## src/rtl/vms_pkg.sv

```systemverilog
package vms_pkg;

  typedef enum logic [2:0] {
    VM_CH1  = 3'd0,
    VM_CH2  = 3'd1,
    VM_SUM  = 3'd2,
    VM_ALT  = 3'd3,
    VM_CHOP = 3'd4
  } vmode_e;

  // Register pair state: {first, second}
  localparam logic [1:0] PAIR_CH1 = 2'b10;
  localparam logic [1:0] PAIR_CH2 = 2'b01;
  localparam logic [1:0] PAIR_SUM = 2'b11;

  function automatic logic is_swapping(input logic [2:0] m);
    return (m == VM_ALT) || (m == VM_CHOP);
  endfunction

  // Fixed-mode pattern; unused encodings fall back to channel 1
  function automatic logic [1:0] fixed_pair(input logic [2:0] m);
    logic [1:0] r;
    case (m)
      VM_CH2:  r = PAIR_CH2;
      VM_SUM:  r = PAIR_SUM;
      default: r = PAIR_CH1;
    endcase
    return r;
  endfunction

endpackage

```

## src/rtl/vms_chop_div.sv

```systemverilog
module vms_chop_div #(
  parameter int DIV = 25
) (
  input  logic clk,
  input  logic rst,
  input  logic run,
  output logic tick
);
  localparam int CW = (DIV > 2) ? $clog2(DIV) : 1;
  localparam logic [CW-1:0] LAST = CW'(DIV - 1);

  logic [CW-1:0] cnt;

  assign tick = run && (cnt == LAST);

  // Held at zero whenever chop is not running
  always_ff @(posedge clk) begin
    if (rst || !run)      cnt <= '0;
    else if (cnt == LAST) cnt <= '0;
    else                  cnt <= cnt + 1'b1;
  end
endmodule

```

## src/rtl/vms_sync_edge.sv

```systemverilog
module vms_sync_edge #(
  parameter int STAGES = 2
) (
  input  logic clk,
  input  logic rst,
  input  logic din,
  output logic rise
);
  logic [STAGES-1:0] chain;
  logic              last;

  always_ff @(posedge clk) begin
    if (rst) chain[0] <= 1'b0;
    else     chain[0] <= din;
  end

  for (genvar g = 1; g < STAGES; g++) begin : g_stage
    always_ff @(posedge clk) begin
      if (rst) chain[g] <= 1'b0;
      else     chain[g] <= chain[g-1];
    end
  end

  always_ff @(posedge clk) begin
    if (rst) last <= 1'b0;
    else     last <= chain[STAGES-1];
  end

  assign rise = chain[STAGES-1] & ~last;
endmodule

```

## src/rtl/vms_ff_pair.sv

```systemverilog
module vms_ff_pair (
  input  logic       clk,
  input  logic       rst,
  input  logic       load,
  input  logic [1:0] load_val,
  input  logic       flip,
  output logic [1:0] q
);
  // Two toggle registers: loaded in fixed modes, flipped by the selected clock source
  for (genvar g = 0; g < 2; g++) begin : g_ff
    always_ff @(posedge clk) begin
      if (rst)       q[g] <= vms_pkg::PAIR_CH1[g];
      else if (load) q[g] <= load_val[g];
      else if (flip) q[g] <= ~q[g];
    end
  end
endmodule

```

## src/rtl/vert_chan_switch.sv

```systemverilog
module vert_chan_switch #(
  parameter int CLK_HZ      = 50_000_000,
  parameter int CHOP_HZ     = 2_000_000,
  parameter int SYNC_STAGES = 2
) (
  input  logic       clk,
  input  logic       rst,
  input  logic [2:0] mode_sel,
  input  logic       alt_sync,
  output logic [3:0] sw_ctrl,
  output logic       chop_blank
);
  import vms_pkg::*;

  localparam int DIV = CLK_HZ / CHOP_HZ;

  logic [2:0] prev_mode;
  logic       mode_new;
  logic       in_alt, in_chop;
  logic       sync_rise, chop_tick;
  logic       load, flip;
  logic [1:0] load_val;
  logic [1:0] pair;

  always_ff @(posedge clk) begin
    if (rst) prev_mode <= VM_CH1;
    else     prev_mode <= mode_sel;
  end

  assign mode_new = (mode_sel != prev_mode);
  assign in_alt   = (mode_sel == VM_ALT)  && !mode_new;
  assign in_chop  = (mode_sel == VM_CHOP) && !mode_new;

  vms_sync_edge #(.STAGES(SYNC_STAGES)) u_sync (
    .clk (clk),
    .rst (rst),
    .din (alt_sync),
    .rise(sync_rise)
  );

  vms_chop_div #(.DIV(DIV)) u_div (
    .clk (clk),
    .rst (rst),
    .run (in_chop),
    .tick(chop_tick)
  );

  assign load     = mode_new || !is_swapping(mode_sel);
  assign load_val = is_swapping(mode_sel) ? PAIR_CH1 : fixed_pair(mode_sel);
  assign flip     = (in_alt && sync_rise) || chop_tick;

  vms_ff_pair u_pair (
    .clk     (clk),
    .rst     (rst),
    .load    (load),
    .load_val(load_val),
    .flip    (flip),
    .q       (pair)
  );

  // Lines A..D from the two register outputs and their complements
  assign sw_ctrl = {pair[1], pair[0], ~pair[0], ~pair[1]};

  always_ff @(posedge clk) begin
    if (rst) chop_blank <= 1'b0;
    else     chop_blank <= chop_tick;
  end
endmodule

```

## config.mk

```make
export PLATFORM = sky130hd
export DESIGN_NAME = vert_chan_switch
export DESIGN_NICKNAME = d
export VERILOG_FILES = /design/src/rtl/vms_pkg.sv /design/src/rtl/vms_chop_div.sv /design/src/rtl/vms_sync_edge.sv /design/src/rtl/vms_ff_pair.sv /design/src/rtl/vert_chan_switch.sv
export SDC_FILE = /design/constraint.sdc
export NUM_CORES = 1
export LEC_CHECK = 0
export ABC_AREA = 1
export BUFFER_PORTS_ARGS = -buffer_cell sky130_fd_sc_hd__buf_2
export CAP_MARGIN = 20
export CORE_UTILIZATION = 53
export CTS_BUF_LIST = sky130_fd_sc_hd__clkbuf_16
export DETAILED_ROUTE_END_ITERATION = 8
export GPL_ROUTABILITY_DRIVEN = 0
export PLACE_DENSITY = 0.75
export SLEW_MARGIN = 20
export SYNTH_ARGS = -nofsm -noshare
export SYNTH_HDL_FRONTEND = slang
export SYNTH_SLANG_ARGS = --single-unit
export TNS_END_PERCENT = 1
```

## constraint.sdc

```tcl
create_clock -name clk -period 1.6 [get_ports clk]
set_input_delay 0.32 -clock clk [delete_from_list [all_inputs] [get_ports clk]]
set_output_delay 0.32 -clock clk [all_outputs]
set_load 0.01 [all_outputs]
```

==> results.cfg <==
[run_status]
status = completed

[min_path]
min-delay-path-class = in2reg

[floorplanning]
core_mm2 = 0.00119
ios = 11
die_h_um = 38.9
die_w_um = 38.9
initial_utilization_pct = 61.0
die_area_mm2 = 0.00152
rows = 12

[cts]
cts_tree = built
postCtsResizedCells = 0
postCtsHoldBufs = 0
clock_latency_ps = 240
clock_path_buffers = 2
root_buffer = clkbuf_16
htree_num_levels = 1
cts.sinks = 14
postCtsSetupRepairBufs = 0
numCtsBuffers = 3
clkTransAtPathRegs_ps = 40

[synthesis]
synth_area_leaders = dfxtp_1 39%, nor2_1 9.3%, inv_1 8.8%
synth-adder-area-share_pct = 3.46
syn_avg_cell_area_um2 = 7.53
synth_seq_cells = 14
synth_simple_gate_area_share_pct = 42.2
yosys_warnings = 0
syn-cell-area_um2 = 723
synth_flop_cell = dfxtp_1
synth_cell_types = 18
synth_cells = 96
synth_compound_gate_area_share_pct = 0
yosysTopAreaCell = dfxtp_1
synthXorXnorAreaFrac_pct = 4.67
synthTopCellsByCount = 18 x nor2_1, 17 x inv_1, 14 x dfxtp_1, 14 x nand2_1, 8 x nand3_1
muxShareOfSynthArea_pct = 0
synth_top_family_by_area = simple AND/OR/NAND/NOR gates
synthDominantCellAreaShare_pct = 38.8
asyncSetResetFlopFracSynth_pct = 0
synthesis.nets = 104
synth.yosys.seq_area_share_pct = 38.8
synth_edf_count = 0
post-synth-top-count-cell = nor2_1

[finish]
final_nets = 118
area_growth_pct = 18.7
diodes = 0
design_area_um2 = 858
final_util_pct = 72.4
stdcell_count = 122
layout-drive-gt1-share_pct = 26.9
multi_input_area_um2 = 364
fill_cells = 97
layout.area.seq_um2 = 280

[critical_path]
crit_top_cell = nand2_1
critPathLaunchType = register
max_stage_delay_ps = 330
critPathArrivalTime_ps = 1470
crit_slowest_cell = dfxtp_1
worstSetupPathType = reg2reg
required_ps = 1780
end_kind = register
crit_chain = inv_1 > ha_1 > nand2_1 > nor3_2 > nand4_1 > nand3_1 > nand2_1 > nor2_2
crit_fanout = 4

[timing]
period_minus_slack_ps = 1290
hold_viol = 0
worst_slew_pin_slew_ps = 344
whs_ps = 284
rsz0062_at_grt = false
fin_setup_tns_ps = 0
min_period_over_period_pct = 80.3
setup_violations = 0
maxSlewHeadroom_pct = 77.0
fmax_mhz = 778
slew_violations = 0
worst_slack_ps = 314
fin_skew_ps = 0.943

[power_and_ir_drop]
power.density_mw_per_mm2 = 1060
leakagePower_nw = 0.416
power.total_mw = 0.909
ir_drop_v = 0.000766

[routing]
post_drt_wl_per_cell_um = 9.34
vias = 608
ant_nets = 0
drc = 0
viasPerCell = 4.98
drtPass1Iterations = 4
drtIter0Drc = 8
drt-total-wl_mm = 1.14

[global_route]
antenna_found_initial = 0
grt_pass1_vias = 527
grt_max_degree = 9
grtUsageTotal_pct = 20.8
grt_pass1_wl_mm = 2.00
overflow = 0

[place]
post-dp-hpwl_um = 858
dp.cells = 119
pre_cts_slack_ps = 275
port_buffers = 10
placed_cell_area_um2 = 783

[job]
drv_cap = 0
final timing paths:
| check | from | depth (start not counted) | slack, ps | end |
|---|---|---|---|---|
| worst min-delay path | alt_sync | 3 | 280 | u_sync.chain[0] |
| worst max-delay path | u_div.cnt[0] | 8 | 310 | u_pair.q[0] |
| worst max register to register | u_div.cnt[0] | 8 | 310 | u_pair.q[0] |
| worst min register to register | u_sync.chain[0] | 2 | 400 | u_sync.chain[1] |
critical path, delay by kind of cell (launching register included):
family | cells | cell delay [ps]
flops | 1 | 330
buf+inv | 1 | 60
fa+ha+maj | 1 | 130
simple gates | 6 | 710
layer usage:
metal  up-vias  routed length, um  track usage (%)
met5         -                  0                0
met4         0                 29             14.7
met3         4                 49             8.67
met2        17                537             30.4
met1       273                525             24.0
li1        314                  -                -
where the power goes:
group | switching, mW | leakage, nW | total [mW] | internal [mW]
Clock | 0.128 | 0.0370 | 0.454 | 0.325
Sequential | 0.00486 | 0.114 | 0.366 | 0.361
Combinational | 0.0567 | 0.264 | 0.0894 | 0.0327
flip-flops by register name, indices dropped and copies added, names as in the netlist:
signal and cells:
u_sync.last 1, u_div.cnt 5, prev_mode 3, u_pair.q 2, u_sync.chain 2, chop_blank 1
placed cells by master, fill, tap and decap left out, drive strengths merged:
cell / instances
xnor2: 2
nand4: 4
ha: 2
dfxtp: 14
xor2: 1
nor2: 22
buf: 10
clkbuf: 3
nand3: 10
inv: 19
nor3: 2
nand2: 19
cells by family (layout without fill, tap and decap cells):
| logic type | after synthesis | count (layout) |
|---|---|---|
| DFF | 14 | 14 |
| and+or+nand+nor | 57 | 57 |
| adders and majority gates | 2 | 2 |
| buffers and inverters | 20 | 32 |
| xor gates and xnor gates | 3 | 3 |
final cells by class:
type	count	area share (%)
sequential	14	32.7
multi-input combinational	62	42.4
timing repair buffer	10	5.83
inverter	19	8.31
tap	14	2.04
clock buffer	3	8.75
No activity file was read; power rests on OpenSTA's default activity.
